`src/rtl/kc_pkg.sv`:
```
package kc_pkg;
  localparam int ALPHA = 62;
  localparam int CW    = 7;
  localparam int IW    = 6;

  function automatic logic [CW-1:0] idx_to_char(input logic [IW-1:0] i);
    logic [CW-1:0] e;
    e = {1'b0, i};
    if (i < 6'd26)      return 7'h61 + e;
    else if (i < 6'd52) return 7'h41 + e - 7'd26;
    else                return 7'h30 + e - 7'd52;
  endfunction

  function automatic int lane_size(input int lanes, input int lane);
    return ALPHA / lanes + ((lane < ALPHA % lanes) ? 1 : 0);
  endfunction

  function automatic int lane_start(input int lanes, input int lane);
    int s;
    s = 0;
    for (int j = 0; j < lane; j++) s += lane_size(lanes, j);
    return s;
  endfunction
endpackage

```
`src/rtl/kc_digit.sv`:
```
module kc_digit
  import kc_pkg::*;
(
  input  logic [IW-1:0] idx_i,
  input  logic          cin,
  output logic [IW-1:0] idx_o,
  output logic          cout
);
  localparam logic [IW-1:0] TOP = IW'(ALPHA - 1);

  always_comb begin
    cout = cin && (idx_i == TOP);
    if (!cin)              idx_o = idx_i;
    else if (idx_i == TOP) idx_o = '0;
    else                   idx_o = idx_i + 1'b1;
  end
endmodule

```
`src/rtl/kc_common.sv`:
```
module kc_common
  import kc_pkg::*;
#(
  parameter int DIGITS = 7
) (
  input  logic                 clk,
  input  logic                 rst_n,
  input  logic                 step,
  output logic [DIGITS*IW-1:0] idx,
  output logic                 wrap
);
  logic [DIGITS*IW-1:0] cur;
  logic [DIGITS*IW-1:0] nxt;
  logic [DIGITS:0]      carry;

  assign carry[0] = 1'b1;

  for (genvar d = 0; d < DIGITS; d++) begin : g_dig
    kc_digit u_dig (
      .idx_i (cur[d*IW +: IW]),
      .cin   (carry[d]),
      .idx_o (nxt[d*IW +: IW]),
      .cout  (carry[d+1])
    );
  end

  always_ff @(posedge clk or negedge rst_n) begin
    if (!rst_n)    cur <= '0;
    else if (step) cur <= nxt;
  end

  assign idx  = cur;
  assign wrap = carry[DIGITS];
endmodule

```
`src/rtl/kc_lead.sv`:
```
module kc_lead #(
  parameter int MAXSZ = 11,
  parameter int OFF_W = $clog2(MAXSZ + 1)
) (
  input  logic             clk,
  input  logic             rst_n,
  input  logic             step,
  input  logic             wrap,
  output logic [OFF_W-1:0] off,
  output logic             done
);
  localparam logic [OFF_W-1:0] LAST = OFF_W'(MAXSZ - 1);

  always_ff @(posedge clk or negedge rst_n) begin
    if (!rst_n) begin
      off  <= '0;
      done <= 1'b0;
    end else if (step && wrap) begin
      if (off == LAST) done <= 1'b1;
      else             off  <= off + 1'b1;
    end
  end
endmodule

```
`src/rtl/kc_lane.sv`:
```
module kc_lane
  import kc_pkg::*;
#(
  parameter int START  = 0,
  parameter int SIZE   = 11,
  parameter int DIGITS = 7,
  parameter int OFF_W  = 4,
  localparam int KEY_W = CW * (DIGITS + 1)
) (
  input  logic [OFF_W-1:0]     off,
  input  logic                 done,
  input  logic [DIGITS*IW-1:0] low,
  output logic [KEY_W-1:0]     key,
  output logic                 valid
);
  logic [IW-1:0] lead;

  assign valid = !done && (off < OFF_W'(SIZE));
  assign lead  = IW'(START) + IW'(off);

  always_comb begin
    key = '0;
    if (valid) begin
      for (int k = 0; k < DIGITS; k++)
        key[k*CW +: CW] = idx_to_char(low[k*IW +: IW]);
      key[DIGITS*CW +: CW] = idx_to_char(lead);
    end
  end
endmodule

```
`src/rtl/lane_key_counter.sv`:
```
module lane_key_counter
  import kc_pkg::*;
#(
  parameter int LANES      = 6,
  parameter int LOW_DIGITS = 7,
  localparam int KEY_W = CW * (LOW_DIGITS + 1),
  localparam int MAXSZ = ALPHA / LANES + ((ALPHA % LANES != 0) ? 1 : 0),
  localparam int OFF_W = $clog2(MAXSZ + 1)
) (
  input  logic                   clk,
  input  logic                   rst_n,
  input  logic                   out_ready,
  output logic [LANES*KEY_W-1:0] lane_key,
  output logic [LANES-1:0]       lane_valid,
  output logic                   done
);
  logic                     step;
  logic                     wrap;
  logic [LOW_DIGITS*IW-1:0] low;
  logic [OFF_W-1:0]         off;

  assign step = out_ready && !done;

  kc_common #(.DIGITS(LOW_DIGITS)) u_common (
    .clk   (clk),
    .rst_n (rst_n),
    .step  (step),
    .idx   (low),
    .wrap  (wrap)
  );

  kc_lead #(.MAXSZ(MAXSZ), .OFF_W(OFF_W)) u_lead (
    .clk   (clk),
    .rst_n (rst_n),
    .step  (step),
    .wrap  (wrap),
    .off   (off),
    .done  (done)
  );

  for (genvar g = 0; g < LANES; g++) begin : g_lane
    kc_lane #(
      .START  (lane_start(LANES, g)),
      .SIZE   (lane_size(LANES, g)),
      .DIGITS (LOW_DIGITS),
      .OFF_W  (OFF_W)
    ) u_lane (
      .off   (off),
      .done  (done),
      .low   (low),
      .key   (lane_key[g*KEY_W +: KEY_W]),
      .valid (lane_valid[g])
    );
  end
endmodule

```
`config.mk`:
```
export PLATFORM = sky130hd
export DESIGN_NAME = lane_key_counter
export DESIGN_NICKNAME = d
export VERILOG_FILES = /design/src/rtl/kc_pkg.sv /design/src/rtl/kc_digit.sv /design/src/rtl/kc_common.sv /design/src/rtl/kc_lead.sv /design/src/rtl/kc_lane.sv /design/src/rtl/lane_key_counter.sv
export SDC_FILE = /design/constraint.sdc
export NUM_CORES = 1
export LEC_CHECK = 0
export BUFFER_PORTS_ARGS = -buffer_cell sky130_fd_sc_hd__buf_4
export CAP_MARGIN = 20
export CORE_ASPECT_RATIO = 1.4
export CORE_MARGIN = 2
export CORE_UTILIZATION = 35
export DETAILED_ROUTE_END_ITERATION = 10
export GPL_TIMING_DRIVEN = 0
export SYNTH_ARGS = -nofsm -noshare
export SYNTH_HDL_FRONTEND = slang
export SYNTH_SLANG_ARGS = --single-unit
```
`constraint.sdc`:
```
create_clock -name clk -period 2.8 [get_ports clk]
set_input_delay 0.28 -clock clk [delete_from_list [all_inputs] [get_ports clk]]
set_output_delay 0.28 -clock clk [all_outputs]
set_load 0.005 [all_outputs]
```
[Word level (Yosys, flattened, before mapping)]
Index checks and enable logic that the tools add are counted.
Storage, ports and cells
  ROM bits: 0
  input port bits: 3
  flip-flop bits (word level): 47
  latch bits: 0
  RAM bits: 0
  logic and storage cells: 182
  output and inout port bits: 343
  memories: 0
Cells by class
  $add $sub $neg: 78
  reduce and logical (&&, ||, !) cells: 19
  multiply operators: 0
  bitwise operators: 1
  divide/modulo/power cells: 0
  equal/unequal tests: 8
  shift operators: 0
  $lt $le $gt $ge: 28
  muxes and demuxes: 39
Operators by type and width (number)
  $mux W56: 6
  $mux W7: 26
  $add A7 B6 Y7 const A: 24
  $sub A7 B5 Y7 const B: 13
  $sub A7 B6 Y7 const B: 13
  $add A6 B6 Y7 const A: 12
  $lt A6 B5 Y1 const B: 12
  $lt A6 B6 Y1 const B: 12
  $add A6 B1 Y6 const B: 7
  $eq A6 B6 Y1 const B: 7
  $mux W6: 7
  $reduce_and A2 Y1: 8
  $add A6 B4 Y6 const A: 2
  $logic_and A1 B1 Y1: 10
  $lt A4 B4 Y1 const B: 2
  $add A6 B4 Y7 const A: 1
  $add A6 B5 Y7 const A: 1
  $add A7 B4 Y7 const A: 1
  $add A5 B4 Y6 const A: 1
  $add A5 B5 Y6 const A: 1
  $lt A4 B6 Y1 const B: 1
  $add A4 B4 Y5 const A: 1
  $lt A4 B5 Y1 const B: 1
  $add A4 B1 Y4 const B: 1
  3 further kinds: 3

[Longest topological paths before layout]
Gate-level depths: netlist of run 1.
  depth after elaboration: 9
  mapped depth: 11
  gate-level depth less buffers: 10

[By module]
A second synthesis of run 1 with hierarchy kept.
Unflattened totals
  cells, all modules: 2534
  area total of the unflattened synthesis: 18719.2 um^2
By module, submodules not included
  kc_lane (g_lane[1].u_lane): area each 2655.0 um^2, sequential area each 0.0 um^2, times used 1, cells an instance 377
  kc_lane (g_lane[2].u_lane): area each 2653.8 um^2, sequential area each 0.0 um^2, times used 1, cells an instance 397
  kc_lane (g_lane[4].u_lane): area each 2572.5 um^2, sequential area each 0.0 um^2, times used 1, cells an instance 370
  kc_lane (g_lane[3].u_lane): area each 2527.4 um^2, sequential area each 0.0 um^2, times used 1, cells an instance 359
  kc_lane (g_lane[0].u_lane): area each 2496.1 um^2, sequential area each 0.0 um^2, times used 1, cells an instance 353
  kc_lane (g_lane[5].u_lane): area each 2481.1 um^2, sequential area each 0.0 um^2, times used 1, cells an instance 363
  kc_common: area each 1769.2 um^2, sequential area each 1051.0 um^2, times used 1, cells an instance 90
  kc_digit: area each 186.4 um^2, sequential area each 0.0 um^2, times used 7, cells an instance 29
  kc_lead: area each 245.2 um^2, sequential area each 125.1 um^2, times used 1, cells an instance 21
  lane_key_counter: area each 13.8 um^2, sequential area each 0.0 um^2, times used 1, cells an instance 1

[Worst setup path after synthesis of run 1]
Ideal clock, no wire load.
  kind: register -> output
  start point: register u_lead.off[2]
  end point: output port lane_key[166]
  data required time: 2.520 ns
  path slack: -0.277 ns
  cell stages (with the launch flop): 10
  arrival: 2.797 ns
  buffers on the path: 1
  cells stage by stage: dfrtp_1 > clkbuf_1 > inv_1 > ha_1 > inv_1 > ha_1 > or3b_2 > o211a_1 > a41o_1 > a211oi_1
Between the ends
  cells in the longest elaborated chain, start to end: 6
Ends and longest elaborated chain
  start, declared: line kc_lead.sv:9  | output logic [OFF_W-1:0] off,
  start signal, assigned: line kc_lead.sv:20  | else off <= off + 1'b1;
  $add A5 B4 Y6: line kc_lane.sv:19  | assign lead = IW'(START) + IW'(off);
  $add A7 B6 Y7 or $add A6 B6 Y7 (tied branches): line kc_pkg.sv:10, kc_pkg.sv:11
  $sub A7 B5 Y7 or $sub A7 B6 Y7 (tied branches): line kc_pkg.sv:10, kc_pkg.sv:11
  $mux W7: line kc_pkg.sv:10  | else if (i < 6'd52) return 7'h41 + e - 7'd26;
  $mux W7: line kc_pkg.sv:9  | if (i < 6'd26) return 7'h61 + e;
  $mux W56 *: line kc_lane.sv:23  | if (valid) begin
  end, declared: line lane_key_counter.sv:13  | output logic [LANES*KEY_W-1:0] lane_key,
Every way passes the cells marked *; elsewhere a longest branch is shown, timed or not.

[Worst setup path in the final report of run 1]
Ends and elaborated chain as after synthesis.

==> impl_results.md, run 1 <==
* Status: finished with violations
* Failing checks: hold timing, setup timing
* Yosys top cell by area: buf_4
* P_int at 1.37 mW
* GRT overflow at 0
* Crit path kind: register to output port
* IO Pins at 346
* Final Max Slew Viols at 0
* Relative slew slack at 57.4%
* CP Max Fanout at 5
* TritonCTS clock tree: yes
* Setup WS post-layout at -271 ps
* Layout filler cell count at 2,171
* Min cycle time layout at 3070 ps
* Switching power at 0.814 mW
* RSZ-0062 raised after global routing: true
* Drt total wl at 28.8 mm
* Clock share of power at 28.5%
* Worst slew pin tran at 639 ps
* First-pass GRT wire length at 44.1 mm
* Total GRT Usage at 22.1%
* Finish-stage setup viols at 10
* Number of global-route vias before repair at 8,380
* Bufs on Longest Clock Path at 2
* Die area at 0.0239 sq mm
* Max-Cap Viols at 0
* Post-synthesis sequential area ratio at 14.8%
* Switching Share at 37.3%
* Starting Density at 35.4%
* Cell row count at 65
* Mapped cell area at 0.00795 sq mm
* CTS Buf Count at 5
* CP Data Required Time at 2520 ps
* Synth unique cells at 78
* Initial antenna violation count at 0
* Routed len/inst at 16.3 um
* P&R area growth vs syn at 56.8%
* Via count at 8,981
* Clock sink count at 47
* Final period utilization at 110%
* Port Buffers at 343
* Final hold slack at -9.87 ps
* Die H at 182 um
* Synth Instances at 1,078
* Top_reg_cell synth: dfrtp_1
* Worst hold path type: input port to async pin
* Place WS at -607 ps
* CP startpoint kind: register
* Post-synth EDFFs at 0
* Area contributors post-synth: buf_4 20%, dfrtp_1 15%, ha_1 10%, nor2_1 5.0%, o21ai_0 3.9%
* Crit path arrival time at 2790 ps
* Maximum vdd drop at 242 uV
* Achievable Freq at 326 MHz
* Largest net degree at the start of global routing at 48
* Root Driver: clkbuf_16
* Clk_skew at 8.98 ps
* Clk Latency, worst-skew pair at 290 ps
* Final Hold Violating Endpoints at 2
* Detailed Route Iter0 Violations at 531
* CTS H-tree depth at 2
* Reg area at 0.00119 sq mm
* Pleak at 6.11 nW
* Ratio of total power to cell area at 175 mW/mm^2
* Register bit total from synthesis at 47
* Top cells by count, synth: 207 x buf_4, 105 x nor2_1, 65 x ha_1
* DR DRC count at 0
* Layout cells sized above 1 at 55.0%
* Most frequent cell after synthesis: buf_4
* Clock-pin slew on the worst setup and hold paths at 70 ps
* Comb pwr share at 34.1%
* Via density at 5.09
* Syn_area_per_cell at 7.37 sq um
* Final RePlAce weighted congestion at 0.876
* Die X at 131 um
* First-pass iteration count of the detailed router at 5
* Total number of yosys warnings at 0
* Critical path capture point type: output port
* Core Area at 0.0224 sq mm
* Reg power frac at 37.4%
* Post-route non-filler standard cell count at 1,764
* Fin nets at 1,530
* Final antenna-violating net count at 0
* Async set-reset flop share out of synthesis at 100%
* Antenna Diode Count at 0
* CTS Hold Bufs at 0
* Power, Total at 2.18 mW
* Hpwl dp at 21.7 mm
* Placed Cells at 1,723
* Area occupied by multi-input gates at 0.00567 sq mm
* Share of the synthesized area in the top cell type at 19.6%
==> area by class of cell <==
cell class                 count  share of cell area [%]
buffer                       260                    15.3
clock buffer                   7                    1.15
clock inverter                 1                  0.0703
inverter                      55                    1.85
multi-input combinational    709                    45.5
sequential                    47                    9.56
tap                          301                    3.02
timing repair buffer         384                    23.5
==> state kept, by name, summed over array words and instances (netlist names) <==
| register | flops |
|---|---|
| u_common.idx | 42 |
| u_lead.off | 4 |
| u_lead.done | 1 |
==> path summary, 6_finish.rpt <==
check | from | end | slack [ps] | cells past startpoint
hold reg to reg | u_common.idx[32] | u_common.idx[32] | 580 | 1
setup reg to reg | u_common.idx[13] | u_lead.off[1] | 310 | 7
hold / removal | rst_n | u_common.idx[11] | -10 | 1
min in group clk | out_ready | u_common.idx[4] | 460 | 3
setup / recovery | u_lead.off[2] | lane_key[166] | -270 | 12
max in group asynchronous | rst_n | u_common.idx[20] | 2320 | 1
==> power by group through the flow <==
stage,Clock [mW],Combinational (mW),Sequential [mW]
2_1_floorplan,0,0.468,0.795
3_3_place_gp,0,0.584,0.814
3_5_place_dp,0,0.591,0.818
4_1_cts,0.631,0.663,0.808
6_report,0.621,0.745,0.817
5_1_grt,0.666,0.827,0.826
==> routing by layer <==
| metal | share of wire, % | global-route usage (%) | vias up | routed length (um) |
|---|---|---|---|---|
| met5 | 0 | 0 | - | 0 |
| met4 | 2.0 | 3.70 | 0 | 573 |
| met3 | 5.8 | 2.89 | 34 | 1680 |
| met2 | 52 | 43.2 | 326 | 15000 |
| met1 | 40 | 25.9 | 4219 | 11600 |
| li1 | - | - | 4402 | - |
==> worst max-delay path, stage by stage (launching register included) <==
cell and delay, ps:
dfrtp_2 420, buf_8 130, inv_8 60, ha_4 130, inv_2 40, ha_4 290, ha_4 150, or3b_4 380
o211a_4 170, a41o_1 290, buf_4 150, a211oi_2 150, buf_4 140
==> repair_timing <==
| action | 4_1_cts | 5_1_grt |
|---|---|---|
| resized for setup | 159 | 120 |
| buffers inserted | 12 | 28 |
| pin swaps | 11 | 21 |
| setup endpoints to repair | 326 | 210 |
| cloned | 0 | 1 |
==> logic make-up (layout without fill, tap and decap cells) <==
logic type	after synthesis	after routing	share of synthesized area [%]
simple gates	341	341	22.8
buf+inv	323	707	25.6
compound gates	264	264	22.3
fa+ha+maj	65	65	10.2
flops	47	47	14.8
xor+xnor	29	29	3.20
mux	8	8	1.06
other cells	1	2	0.0472
==> stage by stage <==
step	util, %	cell area [sq um]	TNS, ps
CTS	52.5	11800	-1140
global route	55.5	12500	-2070
global placement	48.7	10900	-45130
floorplan	-	7990	0
detailed placement	48.7	10900	-48770
finish	55.5	12500	-1060
==> cell usage in the layout (no fill, tap or decap), types with 10 or more instances in the layout <==
master,instances
a211oi_1,11
a21oi_1,31
a21oi_2,20
and3_1,12
buf_2,13
buf_4,586
buf_6,15
clkbuf_1,16
dfrtp_1,35
dfrtp_2,12
ha_1,54
inv_1,46
nand2_1,44
nand3_1,30
nand4_1,18
nor2_1,79
nor2_4,22
nor3_1,22
o21ai_0,59
o21ai_1,10
o31ai_1,24
or3_1,12
xnor2_1,24
(Power assumes the default switching activity.)
==> run 2: changes to the inputs <==
Settings changed: RECOVER_POWER set to 100.
==> impl_results.md, run 2 (same netlist as run 1, synthesis figures left out) <==
* Max-Cap Viols at 0 (unchanged)
* Die X at 131 um (unchanged)
* Initial antenna violation count at 0 (unchanged)
* Pleak at 6.07 nW (was 6.11 nW)
* Crit path arrival time at 2790 ps (about the same)
* Critical path capture point type: output port (unchanged)
* Crit path capture: lane_key[166] (unchanged)
* Status: finished with violations (unchanged)
* IO Pins at 346 (unchanged)
* Via count at 8,947 (was 8,981)
* Largest net degree at the start of global routing at 48 (unchanged)
* Reg-to-Reg Start: u_common.idx[1] (was u_common.idx[13])
* Clk_skew at 8.94 ps (was 8.98 ps)
* Root Driver: clkbuf_16 (unchanged)
* Crit path kind: register to output port (unchanged)
* Final RePlAce weighted congestion at 0.876 (unchanged)
* RSZ-0062 raised after global routing: true (unchanged)
* CP Buf/Inv Count at 5 (unchanged)
* GRT overflow at 0 (unchanged)
* Bufs on Longest Clock Path at 2 (unchanged)
* CTS Buf Count at 5 (unchanged)
* Relative slew slack at 16.5% (was 57.4%)
* Reg2reg setup slack at 30 ps (was 310 ps)
* Worst hold path type: input port to async pin (unchanged)
* Maximum vdd drop at 226 uV (was 242 uV)
* Port Buffers at 343 (unchanged)
* TritonCTS clock tree: yes (unchanged)
* Max FFs per register at 42 (unchanged)
* CP Data Required Time at 2520 ps (about the same)
* Instance count on the critical path at 12 (unchanged)
* Total GRT Usage at 22.1% (unchanged)
* Routed len/inst at 16.4 um (was 16.3 um)
* CP peak stage delay at 420 ps (about the same)
* CP max stage cell: dfrtp_2 (unchanged)
* Hpwl dp at 21.7 mm (unchanged)
* Via density at 5.07 (was 5.09)
* Setup WS post-layout at -267 ps (was -271 ps)
* Layout cells sized above 1 at 54.5% (was 55.0%)
* Critical path launch point: u_lead.off[2] (unchanged)
* CP Max Fanout at 5 (unchanged)
* Die area at 0.0239 sq mm (unchanged)
* Clock-pin slew on the worst setup and hold paths at 70 ps (about the same)
* P&R area growth vs syn at 56.1% (was 56.8%)
* Min cycle time layout at 3070 ps (about the same)
* DR DRC count at 0 (unchanged)
* Detailed Route Iter0 Violations at 493 (was 531)
* Clk Latency, worst-skew pair at 300 ps (was 290 ps)
* Failing checks: setup timing (was hold timing, setup timing)
* Ratio of total power to cell area at 175 mW/mm^2 (about the same)
* Starting Density at 35.4% (unchanged)
* Critical path's top delay family: compound AO/OA/AOI/OAI gates (unchanged)
* Final period utilization at 110% (about the same)
* Number of global-route vias before repair at 8,380 (unchanged)
* Core Area at 0.0224 sq mm (unchanged)
* Drt total wl at 28.9 mm (was 28.8 mm)
* CTS H-tree depth at 2 (unchanged)
* Clock sink count at 47 (unchanged)
* Path depth of the worst reg2reg path at 7 (unchanged)
* Layout filler cell count at 2,188 (was 2,171)
* Post-layout util at 55.2% (was 55.5%)
* CP startpoint kind: register (unchanged)
* First-pass iteration count of the detailed router at 5 (unchanged)
* Final Hold Violating Endpoints at 0 (was 2)
* Final instance area at 0.0124 sq mm (was 0.0125 sq mm)
* CP dominant cell by count: ha_4 (unchanged)
* R2R Path End: u_lead.off[1] (unchanged)
* Placement Cell Area at 0.0109 sq mm (unchanged)
* Achievable Freq at 326 MHz (about the same)
* Final Max Slew Viols at 0 (unchanged)
* Fin nets at 1,530 (unchanged)
* Final antenna-violating net count at 0 (unchanged)
* Cell row count at 65 (unchanged)
* First-pass GRT wire length at 44.1 mm (unchanged)
* Commonest non-fill, non-tap cells in the layout: 575 x buf_4, 79 x nor2_1, 59 x o21ai_0 (was 586 x buf_4, 79 x nor2_1, 59 x o21ai_0)
* Commonest non-fill, non-tap cell in the layout: buf_4 (unchanged)
* Antenna Diode Count at 0 (unchanged)
* Crit path cell chain: buf_8, inv_8, ha_4, inv_2, ha_4, ha_4, or3b_4, o211a_4, a41o_1, buf_4, a211oi_2, buf_4 (unchanged)
* Die H at 182 um (unchanged)
* Finish-stage setup viols at 109 (was 10)
* Worst slew pin tran at 1250 ps (was 639 ps)
* CTS Hold Bufs at 0 (unchanged)
-- run 2: cell types whose count changed in the layout (fill, tap and decap cells not counted), moves of 2 or more --
cell | before | now
buf_4 | 586 | 575
clkbuf_4 | 2 | 9
clkbuf_1 | 16 | 20
clkbuf_2 | 7 | 10
buf_2 | 13 | 11
-- run 2: area by class of cell --
class | instances | area, sq um | share of cell area (%)
repair buffers | 384 | 2930 | 23.6
flip-flops and latches | 47 | 1190 | 9.61
multi-input cells | 709 | 5650 | 45.5
clock buffers | 7 | 143 | 1.15
clock inverters | 1 | 8.76 | 0.0706
plain buffers | 260 | 1880 | 15.2
well taps | 301 | 377 | 3.04
inverters | 55 | 228 | 1.84
-- run 2: where the power goes --
group,internal [mW],total [mW],switching [mW]
combinational,0.279,0.734,0.455
sequential,0.727,0.810,0.0832
clock,0.358,0.624,0.266
-- run 2: worst min-delay path by stage --
stage	cells past startpoint	startpoint	slack, ps	end
3_5_place_dp	1	rst_n	350	u_common.idx[11]
2_1_floorplan	0	rst_n	-20	u_common.idx[0]
4_1_cts	1	rst_n	40	u_common.idx[11]
6_report	1	rst_n	230	u_common.idx[11]
5_1_grt	1	rst_n	340	u_common.idx[11]
3_3_place_gp	1	rst_n	340	u_common.idx[11]
-- run 2: routing by layer --
layer / global-route usage [%] / vias to the layer above / part of all wire, %
met4: 3.70 / 0 / 2.0
met3: 2.89 / 35 / 5.5
met5: 0 / - / 0
met1: 25.9 / 4214 / 40
li1: - / 4394 / -
met2: 43.2 / 304 / 52
-- run 2: stage by stage --
stage	setup WS [ps]	cells	hold slack (ps)	TNS, ps	total power, mW
6_report	-267	1764	229	-7820	2.17
5_1_grt	-347	1764	342	-28270	2.30
3_5_place_dp	-607	1723	347	-48770	1.41
4_1_cts	-306	1740	35.2	-1140	2.10
2_1_floorplan	3.17	1079	-15.6	0	1.26
3_3_place_gp	-607	1723	338	-45130	1.40
-- run 2: timing repair --
item	in CTS	in global routing
gates cloned	0	1
endpoints found under the setup margin	326	210
buffers inserted	12	28
pin swaps	11	21
resized for setup	159	120
